<file path="config.mk">
export PLATFORM = sky130hd
export DESIGN_NAME = tcap_unit
export DESIGN_NICKNAME = d
export VERILOG_FILES = /design/src/rtl/tcap_pkg.sv /design/src/rtl/tcap_ctrl.sv /design/src/rtl/tcap_datapath.sv /design/src/rtl/tcap_unit.sv
export SDC_FILE = /design/constraint.sdc
export NUM_CORES = 1
export LEC_CHECK = 0
export ABC_CLOCK_PERIOD_IN_PS = 2250
export BUFFER_PORTS_ARGS = -buffer_cell sky130_fd_sc_hd__buf_2
export CELL_PAD_IN_SITES_DETAIL_PLACEMENT = 1
export CELL_PAD_IN_SITES_GLOBAL_PLACEMENT = 1
export CORE_UTILIZATION = 44
export CTS_CLUSTER_DIAMETER = 80
export DETAILED_ROUTE_END_ITERATION = 10
export PLACE_DENSITY = 0.91
export SETUP_SLACK_MARGIN = 0.3
export SLEW_MARGIN = 20
export SYNTH_ARGS = -nofsm -noshare
export SYNTH_HDL_FRONTEND = slang
export SYNTH_SLANG_ARGS = --single-unit
</file>
<file path="constraint.sdc">
create_clock -name clk -period 2.25 [get_ports clk]
set_input_delay 0 -clock clk [delete_from_list [all_inputs] [get_ports clk]]
set_output_delay 0 -clock clk [all_outputs]
set_load 0.05 [all_outputs]
</file>
<file path="src/rtl/tcap_pkg.sv">
package tcap_pkg;
  parameter int CAP_CH = 4;

  typedef struct packed {
    logic [CAP_CH-1:0] load;
  } capStb_t;
endpackage

</file>
<file path="src/rtl/tcap_ctrl.sv">
module tcap_ctrl
  import tcap_pkg::*;
(
  input  logic              clk,
  input  logic              rstN,
  input  logic              cycleEn,
  input  logic [CAP_CH-1:0] capPin,
  input  logic [CAP_CH-1:0] lowWrStb,
  input  logic [CAP_CH-1:0] chanEnable,
  input  logic [CAP_CH-1:0] modeSel,
  input  logic              ch0RiseSel,
  input  logic [CAP_CH-2:0] flagClr,
  output logic [CAP_CH-2:0] irqFlag,
  output capStb_t           stb
);
  localparam int N = CAP_CH;

  logic          primed;
  logic [N-1:0]  sampNow, sampPrev;
  logic [N-1:0]  edgeCond, edgeHit, wrHit, capPend;
  logic [N-2:0]  flagQ;

  // the first machine cycle loads both samples from the pins
  always_ff @(posedge clk or negedge rstN) begin
    if (!rstN) begin
      primed   <= 1'b0;
      sampNow  <= '0;
      sampPrev <= '0;
    end else if (cycleEn) begin
      primed   <= 1'b1;
      sampPrev <= primed ? sampNow : capPin;
      sampNow  <= capPin;
    end
  end

  // edge direction per channel
  for (genvar i = 0; i < N; i++) begin : g_edge
    if (i == 0) begin : g_ch0
      assign edgeCond[i] = ch0RiseSel ? (~sampPrev[i] & sampNow[i])
                                      : (sampPrev[i] & ~sampNow[i]);
    end else begin : g_chn
      assign edgeCond[i] = ~sampPrev[i] & sampNow[i];
    end
  end

  // trigger qualification
  always_comb begin
    edgeHit = {N{cycleEn & primed}} & chanEnable & ~modeSel & edgeCond;
    wrHit   = lowWrStb & chanEnable & modeSel;
  end

  // pending capture waits for the next machine-cycle enable
  always_ff @(posedge clk or negedge rstN) begin
    if (!rstN) capPend <= '0;
    else       capPend <= chanEnable & ((capPend & ~{N{cycleEn}}) | edgeHit | wrHit);
  end

  assign stb.load = capPend & chanEnable & {N{cycleEn}};

  // sticky flags for channels 1..N-1, set has priority
  for (genvar j = 1; j < N; j++) begin : g_flag
    always_ff @(posedge clk or negedge rstN) begin
      if (!rstN) flagQ[j-1] <= 1'b0;
      else       flagQ[j-1] <= edgeHit[j] | (flagQ[j-1] & ~flagClr[j-1]);
    end
  end

  assign irqFlag = flagQ;
endmodule

</file>
<file path="src/rtl/tcap_datapath.sv">
module tcap_datapath
  import tcap_pkg::*;
#(
  parameter int TW = 16
) (
  input  logic                 clk,
  input  logic                 rstN,
  input  logic [TW-1:0]        timerVal,
  input  capStb_t              stb,
  output logic [CAP_CH*TW-1:0] capVal
);
  // whole timer word copied in one load
  for (genvar i = 0; i < CAP_CH; i++) begin : g_reg
    logic [TW-1:0] capReg;
    always_ff @(posedge clk or negedge rstN) begin
      if (!rstN)              capReg <= '0;
      else if (stb.load[i])   capReg <= timerVal;
    end
    assign capVal[i*TW +: TW] = capReg;
  end
endmodule

</file>
<file path="src/rtl/tcap_unit.sv">
module tcap_unit
  import tcap_pkg::*;
#(
  parameter int TW = 16
) (
  input  logic                 clk,
  input  logic                 rstN,
  input  logic                 cycleEn,
  input  logic [TW-1:0]        timerVal,
  input  logic [CAP_CH-1:0]    capPin,
  input  logic [CAP_CH-1:0]    lowWrStb,
  input  logic [CAP_CH-1:0]    chanEnable,
  input  logic [CAP_CH-1:0]    modeSel,
  input  logic                 ch0RiseSel,
  input  logic [CAP_CH-2:0]    flagClr,
  output logic [CAP_CH-2:0]    irqFlag,
  output logic [CAP_CH*TW-1:0] capVal
);
  capStb_t stb;

  tcap_ctrl u_ctrl (
    .clk(clk), .rstN(rstN), .cycleEn(cycleEn), .capPin(capPin),
    .lowWrStb(lowWrStb), .chanEnable(chanEnable), .modeSel(modeSel),
    .ch0RiseSel(ch0RiseSel), .flagClr(flagClr), .irqFlag(irqFlag), .stb(stb)
  );

  tcap_datapath #(.TW(TW)) u_dp (
    .clk(clk), .rstN(rstN), .timerVal(timerVal), .stb(stb), .capVal(capVal)
  );
endmodule

</file>
==> results of run 1 <==
synth_stat cells:
| master | n | share of area |
|---|---|---|
| sky130_fd_sc_hd__a21oi_1 | 4 | 0.0061 |
| sky130_fd_sc_hd__a21boi_0 | 3 | 0.0068 |
| sky130_fd_sc_hd__mux2_2 | 28 | 0.096 |
| sky130_fd_sc_hd__a22oi_1 | 3 | 0.0068 |
| sky130_fd_sc_hd__buf_6 | 5 | 0.017 |
| sky130_fd_sc_hd__nand4_1 | 3 | 0.0057 |
| sky130_fd_sc_hd__inv_1 | 4 | 0.0046 |
| sky130_fd_sc_hd__a22o_1 | 1 | 0.0027 |
| sky130_fd_sc_hd__nand2b_1 | 1 | 0.0019 |
| sky130_fd_sc_hd__dfrtp_1 | 80 | 0.61 |
| sky130_fd_sc_hd__o21ai_0 | 3 | 0.0046 |
| sky130_fd_sc_hd__nand3_4 | 4 | 0.021 |
| sky130_fd_sc_hd__nor2b_1 | 1 | 0.0019 |
| sky130_fd_sc_hd__nand2_1 | 1 | 0.0011 |
| sky130_fd_sc_hd__and2_1 | 1 | 0.0019 |
| sky130_fd_sc_hd__buf_2 | 2 | 0.0030 |
| sky130_fd_sc_hd__mux2i_1 | 4 | 0.012 |
| sky130_fd_sc_hd__a32o_1 | 1 | 0.0030 |
| sky130_fd_sc_hd__nor2_1 | 7 | 0.0080 |
| sky130_fd_sc_hd__or2_2 | 1 | 0.0019 |
| sky130_fd_sc_hd__mux2_4 | 40 | 0.18 |
| sky130_fd_sc_hd__o22ai_1 | 1 | 0.0019 |
stage by stage:
step	hold slack, ps	worst slack (ps)
2_1_floorplan	-296	1150
3_3_place_gp	179	925
3_5_place_dp	193	899
4_1_cts	2.94	562
5_1_grt	27.2	390
6_report	26.1	521
final timing paths:
kind | start | end | slack [ps] | cells past startpoint
min in group asynchronous | rstN | u_dp.g_reg[3].capReg[11] | 360 | 2
worst min-delay path | lowWrStb[3] | u_ctrl.capPend[3] | 30 | 3
worst max register to register | u_ctrl.primed | u_ctrl.capPend[1] | 520 | 4
worst max-delay path | u_ctrl.primed | u_ctrl.capPend[1] | 520 | 4
worst min register to register | u_dp.g_reg[2].capReg[2] | u_dp.g_reg[2].capReg[2] | 500 | 1
max in group asynchronous | rstN | u_dp.g_reg[1].capReg[9] | 1260 | 2
worst max-delay path, stage by stage (launching register included):
cell                            delay [ps]
sky130_fd_sc_hd__dfrtp_1               500
sky130_fd_sc_hd__and2_1                280
sky130_fd_sc_hd__nand4_1               130
sky130_fd_sc_hd__a21boi_0              180
sky130_fd_sc_hd__dlygate4sd3_1         580
state kept, by name, indices dropped and copies added (netlist names):
register         flops
u_dp.g.capReg       64
u_ctrl.capPend       4
u_ctrl.sampNow       4
u_ctrl.sampPrev      4
u_ctrl.irqFlag       3
u_ctrl.primed        1
placed cells by master (no fill, tap or decap), types with 4 or more instances in the layout:
cell / instances
sky130_fd_sc_hd__a21oi_1: 4
sky130_fd_sc_hd__buf_2: 104
sky130_fd_sc_hd__clkbuf_8: 10
sky130_fd_sc_hd__dfrtp_1: 80
sky130_fd_sc_hd__dlygate4sd3_1: 34
sky130_fd_sc_hd__inv_1: 4
sky130_fd_sc_hd__mux2_2: 28
sky130_fd_sc_hd__mux2_4: 40
sky130_fd_sc_hd__mux2i_1: 4
sky130_fd_sc_hd__nand3_4: 4
sky130_fd_sc_hd__nor2_1: 7
routing by layer:
metal,up-vias,track usage
li1,987,-
met3,7,0.0476
met1,1120,0.258
met5,-,0
met2,86,0.407
met4,0,0.0748
logic make-up after synthesis:
logic type / synth area share
AOI/OAI and AO/OA: 0.0320
muxes: 0.291
and+or+nand+nor: 0.0438
DFF: 0.609
buffers and inverters: 0.0247
layout make-up:
type                    count  area [µm²]
well taps                  99         124
clock buffers              10         138
inverters                   4        15.0
repair buffers            139         868
clock inverters             6        51.3
flip-flops and latches     80        2000
fillers                   713        2850
multi-input cells         107        1200
power by group through the flow:
stage | combinational, mW | sequential, mW | clock [mW]
after floorplan | 0.455 | 3.13 | 0
after global placement | 2.07 | 1.98 | 0
after detailed placement | 2.12 | 2.01 | 0
after CTS | 2.18 | 1.99 | 1.02
after global routing | 2.27 | 2.03 | 1.08
final | 2.17 | 1.99 | 0.993
==> results.txt, run 1 <==
----------------------------------------------------
[Finish]
  Final core utilization ... 0.607
  Post-route cell area ... 4400 µm²
  Proportion of layout cells with a drive suffix above 1 ... 0.561
  Net count reported at finish ... 380
  Filler-free cell count of the finished design ... 445
  Antenna Diode Count ... 0
  Layout area overhead ... 33.9%

[Drt]
  Via density ... 4.94
  Post-route antenna net violation count ... 0
  Top routing layer in use ... met4
  Detailed-router iteration count before antenna repair ... 4
  Number of DRC violations after detailed routing ... 0
  Total routed wire length on the met1 layer ... 3320 µm
  Iteration-0 DRC count of the detailed router ... 105
  DR vias ... 2200
  Metal3 WL ... 410 µm
  Routed wire length ... 8330 µm
  Met2 wire length ... 4520 µm
  DR WL/cell ... 18.7 µm

[Clocking]
  CTS Root Buffer Type ... sky130_fd_sc_hd__clkbuf_8
  Clk Latency, worst-skew pair ... 340 ps
  Hold-fix buffers, CTS ... 34
  Number of buffers on the longest clock path ... 2
  CTS buffer count ... 9
  Post-CTS Resized ... 0
  Clock transition time at the flip-flop clock pins of the worst setup and hold paths ... 80 ps
  H-Tree Level Count ... 3
  Post-CTS setup buffer count ... 0
  Clock Sink Count ... 80
  Clock tree from TritonCTS ... built

[STA]
  Sum of negative setup slack ... 0 ps
  Period utilization ... 0.768
  Setup repair after global routing missed its margin ... no
  Highest clock frequency the design can meet ... 578 MHz
  Final-report max-slew violation count ... 0
  Worst slew margin relative to its limit ... 0.339
  Period minus WS final ... 1730 ps
  Final hold violation count ... 0
  Transition time at the pin with the least slew margin ... 992 ps
  Worst clock skew ... 8.25 ps
  # setup viols final ... 0

[Place]
  RD Place Congestion ... 0.747
  Placement Cell Area ... 3870 µm²
  Cell Count Post-Placement ... 395
  Placed wire-length estimate after detailed placement ... 5310 µm
  Port buffer count ... 105

[Pwr]
  PnR Total Power ... 5.16 mW
  Peak supply drop ... 352 µV
  Internal cell power ... 2.88 mW
  Part of the total power dissipated in combinational logic ... 0.421
  Switching power of the nets ... 2.28 mW
  Sequential power share ... 0.386
  Power density over the cells ... 1170 nW/µm²
  Net Sw Frac ... 0.442
  Leak pwr ... 2.26 nW
  Share of power burned in the clock network ... 0.193

[Run status]
  Status ... completed

[Die]
  Starting utilization of the core area ... 0.453
  Vert. Die Dim ... 88.4 µm
  Die area ... 7820 µm²
  Placeable core region ... 7250 µm²
  Die boundary width ... 88.4 µm
  Number of rows in the core area ... 31
  Number of top-level pins ... 106

[Critical path]
  Endpoint required time on the critical path ... 2530 ps
  Critical Path Fanout Max ... 6
  Critical Path Sink Type ... flip-flop
  CP Class ... reg2reg
  Crit path DAT ... 2010 ps
  Category of the worst setup path launch point ... flip-flop

[Yosys]
  Net Count, Synth ... 237
  Register area share after synthesis ... 0.609
  Synth Warn # ... 0
  Cell count after synthesis ... 198
  Cell variety after synth ... 22
  Average cell area after synthesis ... 16.6 µm²
  Cell Area, Synth ... 3290 µm²
  Total of flip-flops plus latches after synthesis ... 80

[Global routing]
  Grt ovf ... 0
  Tot GR Track Use ... 0.223
  Largest net degree at the start of global routing ... 81
  Vias in the first global route ... 2318
  Antenna violations before repair ... 0
  Wire length of the first global-routing pass ... 12600 µm

[Worst hold path]
  Tightest Hold Check Type ... in2reg

[Flow run]
  Number of maximum-capacitance constraint violations ... 0

----------------------------------------------------
Note: power is estimated with default switching activity, not from simulation.
==> run 2, diff against run 1 <==
- ABC_CLOCK_PERIOD_IN_PS: 2250 -> 1550
- CORE_UTILIZATION: 44 -> 37
- PLACE_DENSITY: 0.91 -> 0.83
- clock period: 2.25 -> 1.55 ns (I/O delays scaled with it)
==> run 2 against run 1 <==
Effect of this change:
- first-iteration DRC count down 64%
- worst hold slack better by 1.4 ps
- clock skew up 4.9 ps
- routed wire length down 1.1%
- maximum frequency up 44%
- critical path depth down 1
- sequential power up 45%
- die area up 18%
- setup slack worse by 170 ps
- power up 47%
- critical endpoint is now u_dp.g_reg[0].capReg[4]
- largest cell class unchanged
- highest routed layer unchanged
==> results.txt, run 2 (synthesis gave the netlist of run 1 again) <==
----------------------------------------------------
[Clocking]
  Clock transition time at the flip-flop clock pins of the worst setup and hold paths ... 70 ps (about the same)
  Clk Latency, worst-skew pair ... 350 ps (about the same)
  H-Tree Level Count ... 3 (unchanged)
  CTS Root Buffer Type ... sky130_fd_sc_hd__clkbuf_8
  Number of buffers on the longest clock path ... 2 (unchanged)
  CTS buffer count ... 9 (unchanged)
  Clock tree from TritonCTS ... built
  Clock Sink Count ... 80 (unchanged)

[Finish]
  Antenna Diode Count ... 0 (unchanged)
  Register with the highest flop count ... u_dp.g.capReg
  Layout area overhead ... 37.9%
  Final core utilization ... 0.522 (-0.0847)
  Post-route cell area ... 4530 µm² (+3.0%)
  Net count reported at finish ... 387 (+1.8%)
  Filler-free cell count of the finished design ... 461 (+3.6%)
  Layout fillers ... 881 (+24%)
  Proportion of layout cells with a drive suffix above 1 ... 0.567 (+0.00588)
  Commonest non-fill, non-tap cells in the layout ... 104 x sky130_fd_sc_hd__buf_2, 79 x sky130_fd_sc_hd__dfrtp_1, 40 x sky130_fd_sc_hd__mux2_4
  Number of flip-flops under the largest register name ... 64 (unchanged)
  Most frequent standard cell in the layout excluding fill and tap cells ... sky130_fd_sc_hd__buf_2

[Drt]
  DR WL/cell ... 17.9 µm (-4.6%)
  DR vias ... 2253 (+2.4%)
  Post-route antenna net violation count ... 0 (unchanged)
  Via density ... 4.89 (-1.1%)
  Routed wire length ... 8230 µm (-1.1%)
  Number of DRC violations after detailed routing ... 0 (unchanged)
  Iteration-0 DRC count of the detailed router ... 38 (-64%)
  Detailed-router iteration count before antenna repair ... 4 (unchanged)

[STA]
  # setup viols final ... 0 (unchanged)
  Period utilization ... 0.773 (+0.00452)
  Final hold violation count ... 0 (unchanged)
  Final Hold Slack ... 27.4 ps (+1.36 ps)
  Highest clock frequency the design can meet ... 835 MHz (+44%)
  Transition time at the pin with the least slew margin ... 511 ps (-481 ps)
  Worst clock skew ... 13.1 ps (+4.86 ps)
  Setup repair after global routing missed its margin ... no
  Setup slack of the critical path after layout ... 352 ps (-169 ps)
  Period minus WS final ... 1200 ps (-531 ps)
  Sum of negative setup slack ... 0 ps (unchanged)
  Worst slew margin relative to its limit ... 0.659 (+0.321)
  Final-report max-slew violation count ... 0 (unchanged)

[Critical path]
  Cell Chain, Critical Path ... nand3_4 -> buf_6 -> mux2_2
  Register-to-register path setup slack ... 350 ps (-170 ps)
  Category of the worst setup path launch point ... flip-flop
  Maximum cell stage delay along the critical path ... 410 ps (-170 ps)
  CP Class ... reg2reg
  Endpoint required time on the critical path ... 1770 ps (-760 ps)
  Critical Path Sink Type ... flip-flop
  Slowest cell on the critical path ... sky130_fd_sc_hd__dfrtp_1
  Crit path DAT ... 1420 ps (-590 ps)
  Critical Path Fanout Max ... 16 (+10)

[Pwr]
  Leak pwr ... 2.32 nW (+2.7%)
  PnR Total Power ... 7.59 mW (+47%)
  Internal cell power ... 4.33 mW (+51%)
  Peak supply drop ... 548 µV (+56%)
  Power density over the cells ... 1670 nW/µm² (+43%)
  Share of power burned in the clock network ... 0.204 (+0.011)
  Net Sw Frac ... 0.429 (-0.0130)
  Switching power of the nets ... 3.25 mW (+43%)
  Part of the total power dissipated in combinational logic ... 0.417 (-0.004)
  Sequential power share ... 0.379 (-0.007)

[Worst hold path]
  Tightest Hold Check Type ... in2reg

[Place]
  Placement Setup Slack ... 197 ps (-702 ps)
  Port buffer count ... 105 (unchanged)
  Cell Count Post-Placement ... 406 (+2.8%)
  RD Place Congestion ... 0.705 (-5.6%)
  Placement Cell Area ... 3910 µm² (+1.0%)
  Placed wire-length estimate after detailed placement ... 5380 µm (+1.2%)

[Die]
  Placeable core region ... 8680 µm² (+20%)
  Number of top-level pins ... 106 (unchanged)
  Number of rows in the core area ... 34 (+9.7%)
  Starting utilization of the core area ... 0.379 (-0.0744)
  Die boundary width ... 96.3 µm (+8.8%)
  Vert. Die Dim ... 96.3 µm (+8.8%)
  Die area ... 9270 µm² (+18%)

[Global routing]
  Vias in the first global route ... 2361 (+1.9%)
  Tot GR Track Use ... 0.186 (-0.0362)
  Grt ovf ... 0 (unchanged)
  Largest net degree at the start of global routing ... 45 (-44%)
  Antenna violations before repair ... 0 (unchanged)
  Wire length of the first global-routing pass ... 12600 µm (-0.60%)

[Flow run]
  Number of maximum-capacitance constraint violations ... 0 (unchanged)

[Run status]
  Status ... completed

----------------------------------------------------
[run 2: cell count changes in the layout (fill, tap and decap cells not counted), moves of 2 or more]
cell                         change
sky130_fd_sc_hd__inv_6           -2
sky130_fd_sc_hd__buf_12          +4
sky130_fd_sc_hd__clkinvlp_4      -2
sky130_fd_sc_hd__clkinv_2        +2
[run 2: worst paths after layout]
kind,from,end,depth (start not counted)
max,u_ctrl.capPend[0],u_dp.g_reg[0].capReg[4],3
min,modeSel[0],u_ctrl.capPend[0],3
max reg2reg,u_ctrl.capPend[0],u_dp.g_reg[0].capReg[4],3
min reg2reg,u_dp.g_reg[2].capReg[4],u_dp.g_reg[2].capReg[4],1
max in group asynchronous,rstN,u_dp.g_reg[0].capReg[14],3
min in group asynchronous,rstN,u_dp.g_reg[3].capReg[12],2
[run 2: area by class of cell]
type                       instances  area, µm²  area share
timing repair buffer             146        977       0.216
clock inverter                     5       56.3      0.0124
tap                              108        135      0.0298
inverter                           4       15.0     0.00331
clock buffer                      11        141      0.0312
multi-input combinational        107       1200       0.266
sequential                        80       2000       0.442
[run 2: critical path: cells and delay by family (launching register included)]
family / cells / cell delay, ps
and+or+nand+nor: 1 / 80
buffers and inverters: 1 / 220
muxes: 1 / 360
DFF: 1 / 410
[run 2: routing by layer]
metal  vias up  track usage  share of wire  routed length, µm
met5         -            0              0                  0
met4         0       0.0560         0.0094                 77
met3         7       0.0466          0.057                467
met2        80        0.332           0.52               4280
met1      1161        0.220           0.41               3410
li1       1005            -              -                  -
[run 2: power by group through the flow]
stage	combinational, mW	sequential [mW]	clock, mW
2_1_floorplan	0.660	4.54	0
3_3_place_gp	3.02	2.89	0
3_5_place_dp	3.08	2.91	0
4_1_cts	3.17	2.87	1.58
5_1_grt	3.32	2.94	1.68
6_report	3.16	2.88	1.55
[run 2: repair_timing]
item / CTS / global route
endpoints found under the hold margin: 115 / 0
pin swaps: 1 / 2
hold buffers: 35 / 0
setup endpoints to repair: 17 / 18
gates resized for setup: 1 / 1
buffers inserted: 2 / 2
gates cloned: 0 / 0
==> run 3, diff against run 2 <==
- ABC_AREA: unset -> 1
- ABC_CLOCK_PERIOD_IN_PS: 1550 -> 1100
- CORE_UTILIZATION: 37 -> 33
- PLACE_DENSITY: 0.83 -> 0.82
- clock period: 1.55 -> 1.1 ns (I/O delays scaled with it)
==> run 3 against run 2 <==
Effect of this change:
- the flow now finishes with violations (DRC)
- setup slack worse by 280 ps
- combinational power up 51%
- global-route usage is 3.1 points higher
- non-clock buffer count rose by 20
- sequential power up 44%
- critical endpoint is now u_ctrl.capPend[1]
- largest power group unchanged
- highest routed layer unchanged
==> results.txt, run 3 <==
----------------------------------------------------
[Global routing]
  Antenna violations before repair ... 0 (unchanged)
  Largest net degree at the start of global routing ... 81 (+80%)
  Vias in the first global route ... 3103 (+31%)
  Grt ovf ... 0 (unchanged)
  Wire length of the first global-routing pass ... 16000 µm (+27%)
  Tot GR Track Use ... 0.218 (+0.0313)

[STA]
  Worst slew margin relative to its limit ... 0.697 (+0.0383)
  Period minus WS final ... 1030 ps (-165 ps)
  Final hold violation count ... 0 (unchanged)
  Setup repair after global routing missed its margin ... yes
  Transition time at the pin with the least slew margin ... 454 ps (-57.5 ps)
  Highest clock frequency the design can meet ... 968 MHz (+16%)
  Sum of negative setup slack ... 0 ps (unchanged)
  Final-report max-slew violation count ... 0 (unchanged)
  Setup slack of the critical path after layout ... 67.2 ps (-285 ps)
  Worst clock skew ... 9.87 ps (-3.24 ps)
  Period utilization ... 0.939 (+0.166)
  # setup viols final ... 0 (unchanged)

[Finish]
  Antenna Diode Count ... 0 (unchanged)
  Commonest non-fill, non-tap cells in the layout ... 80 x sky130_fd_sc_hd__nand2_1, 67 x sky130_fd_sc_hd__buf_6, 63 x sky130_fd_sc_hd__dfrtp_2
  Area of the multi-input gates ... 961 µm² (-20%)
  Filler-free cell count of the finished design ... 581 (+26%)
  Final core utilization ... 0.573 (+0.0509)
  Register with the highest flop count ... u_dp.g.capReg
  Layout fillers ... 964 (+9.4%)
  Net count reported at finish ... 507 (+31%)
  Layout area overhead ... 66.5%
  Proportion of layout cells with a drive suffix above 1 ... 0.512 (-0.0549)
  Most frequent standard cell in the layout excluding fill and tap cells ... sky130_fd_sc_hd__nand2_1
  Register cell area after layout ... 2080 µm² (+3.9%)
  Number of flip-flops under the largest register name ... 64 (unchanged)

[Yosys]
  Most used flip-flop cell after synthesis ... sky130_fd_sc_hd__dfrtp_1
  Synth top area share ... 0.657 (+0.0483)
  Cell types occupying the most area after synthesis ... sky130_fd_sc_hd__dfrtp_1 66%, sky130_fd_sc_hd__nand2_1 11%, sky130_fd_sc_hd__o21ai_0 11%, sky130_fd_sc_hd__inv_1 3.2%, sky130_fd_sc_hd__o21ai_2 1.7%
  Synth Warn # ... 0 (unchanged)
  Cell variety after synth ... 21 (-4.5%)
  Cell count after synthesis ... 304 (+54%)
  Net Count, Synth ... 343 (+45%)
  Asr flop ratio synth ... 1.00 (unchanged)
  Number of enable-type register cells in the synthesized netlist ... 0 (unchanged)
  Cell Area, Synth ... 3050 µm² (-7.3%)
  Total of flip-flops plus latches after synthesis ... 80 (unchanged)
  Cell type contributing the most total cell area after synthesis ... sky130_fd_sc_hd__dfrtp_1
  Average cell area after synthesis ... 10.0 µm² (-40%)
  Register area share after synthesis ... 0.657 (+0.0483)
  Top cell types by occurrence after synthesis ... 87 x sky130_fd_sc_hd__nand2_1, 80 x sky130_fd_sc_hd__dfrtp_1, 64 x sky130_fd_sc_hd__o21ai_0
  Leading cell type by number of instances after synthesis ... sky130_fd_sc_hd__nand2_1

[Drt]
  DR WL/cell ... 18.1 µm (+1.6%)
  Number of DRC violations after detailed routing ... 8 (+8)
  DR vias ... 2849 (+26%)
  Via density ... 4.90 (+0.34%)
  Routed wire length ... 10500 µm (+28%)
  Post-route antenna net violation count ... 0 (unchanged)
  Iteration-0 DRC count of the detailed router ... 78 (+110%)
  Detailed-router iteration count before antenna repair ... 7 (+3)

[Pwr]
  Peak supply drop ... 1040 µV (+90%)
  Leak pwr ... 2.44 nW (+4.8%)
  Power density over the cells ... 2210 nW/µm² (+32%)

[Place]
  Port buffer count ... 105 (unchanged)
  Cell Count Post-Placement ... 509 (+25%)
  Placed wire-length estimate after detailed placement ... 5730 µm (+6.6%)
  RD Place Congestion ... 0.790 (+12%)
  Placement Setup Slack ... 133 ps (-64.0 ps)

[Flow run]
  Number of maximum-capacitance constraint violations ... 0 (unchanged)

[Critical path]
  Crit path DAT ... 1290 ps (-130 ps)
  Critical Path Sink Type ... flip-flop
  Category of the worst setup path launch point ... flip-flop
  Critical Path Fanout Max ... 5 (-11)
  CP Class ... reg2reg
  Endpoint required time on the critical path ... 1360 ps (-410 ps)

[Die]
  Placeable core region ... 8850 µm² (+2.0%)
  Number of top-level pins ... 106 (unchanged)
  Die area ... 9620 µm² (+3.8%)
  Starting utilization of the core area ... 0.344 (-0.0346)
  Vert. Die Dim ... 98.1 µm (+1.9%)
  Die boundary width ... 98.1 µm (+1.9%)
  Number of rows in the core area ... 34 (unchanged)

[Clocking]
  Clock tree from TritonCTS ... built
  Clk Latency, worst-skew pair ... 330 ps (-20 ps)
  CTS buffer count ... 9 (unchanged)
  Clock Sink Count ... 80 (unchanged)
  H-Tree Level Count ... 3 (unchanged)
  CTS Root Buffer Type ... sky130_fd_sc_hd__clkbuf_8
  Number of buffers on the longest clock path ... 2 (unchanged)
  Clock transition time at the flip-flop clock pins of the worst setup and hold paths ... 90 ps (+20 ps)

[Run status]
  Status ... finished, violations left
  Violated checks ... DRC

[Worst hold path]
  Tightest Hold Check Type ... in2reg

----------------------------------------------------
-- run 3: cell types whose count changed after synthesis, moves of 4 or more --
cell,change
sky130_fd_sc_hd__buf_2,+4
sky130_fd_sc_hd__inv_1,+22
sky130_fd_sc_hd__mux2_2,-28
sky130_fd_sc_hd__mux2_4,-40
sky130_fd_sc_hd__mux2i_1,-4
sky130_fd_sc_hd__nand2_1,+86
sky130_fd_sc_hd__nand3_1,+5
sky130_fd_sc_hd__o21ai_0,+61
sky130_fd_sc_hd__o21ai_1,+4
sky130_fd_sc_hd__o21ai_2,+6
-- run 3: metrics by stage --
| step | area (µm²) | power [mW] | hold WS [ps] |
|---|---|---|---|
| 2_1_floorplan | 3230 | 6.68 | -296 |
| 3_3_place_gp | 3840 | 7.54 | 58.1 |
| 3_5_place_dp | 3840 | 7.66 | 67.5 |
| 4_1_cts | 4900 | 11.1 | 1.15 |
| 5_1_grt | 5070 | 11.7 | 52.5 |
| 6_report | 5070 | 11.2 | 31.8 |
-- run 3: worst max-delay path: stages, from the launching register on --
cell                       delay (ps)
sky130_fd_sc_hd__dfrtp_1          400
sky130_fd_sc_hd__nand2_4          100
sky130_fd_sc_hd__clkinv_4         100
sky130_fd_sc_hd__nand4_1          150
sky130_fd_sc_hd__a21boi_1         200
-- run 3: final timing paths --
check / start / endpoint / slack (ps) / cells after the start
hold reg to reg: u_ctrl.sampPrev[1] / u_ctrl.sampPrev[1] / 510 / 2
min in group asynchronous: rstN / u_ctrl.capPend[0] / 210 / 3
setup / recovery: u_ctrl.primed / u_ctrl.capPend[1] / 70 / 4
setup reg to reg: u_ctrl.primed / u_ctrl.capPend[1] / 70 / 4
hold / removal: timerVal[0] / u_dp.g_reg[2].capReg[0] / 30 / 3
max in group asynchronous: rstN / u_dp.g_reg[2].capReg[5] / 490 / 3
-- run 3: logic make-up after synthesis --
family | after synthesis | share of synthesized area
and+or+nand+nor | 101 | 0.135
AOI/OAI and AO/OA | 82 | 0.147
DFF | 80 | 0.657
buffers and inverters | 41 | 0.0608
-- run 3: power breakdown --
part           internal (mW)  switching, mW  total, mW
registers               3.65          0.493       4.14
clock network           1.19           1.11       2.30
logic                   1.77           2.99       4.76
total                   6.61           4.59       11.2
-- run 3: area by class of cell --
type | instances | share of cell area
flip-flops and latches | 80 | 0.410
repair buffers | 166 | 0.310
multi-input cells | 183 | 0.189
clock buffers | 11 | 0.0298
well taps | 108 | 0.0266
inverters | 28 | 0.0217
clock inverters | 5 | 0.0121
-- run 3: what timing repair did --
item | 4_1_cts | 5_1_grt
gates cloned | 0 | 1
resized for setup | 138 | 22
endpoints found under the setup margin | 141 | 143
hold buffers | 32 | 0
hold endpoints to repair | 152 | 0
pin swaps | 1 | 4
buffers inserted | 14 | 9
-- run 3: routing by layer --
layer / part of all wire / track usage / up-vias
met5: 0 / 0 / -
met4: 0.035 / 0.0991 / 0
met2: 0.54 / 0.390 / 91
met3: 0.043 / 0.0329 / 30
li1: - / - / 1312
met1: 0.38 / 0.257 / 1416
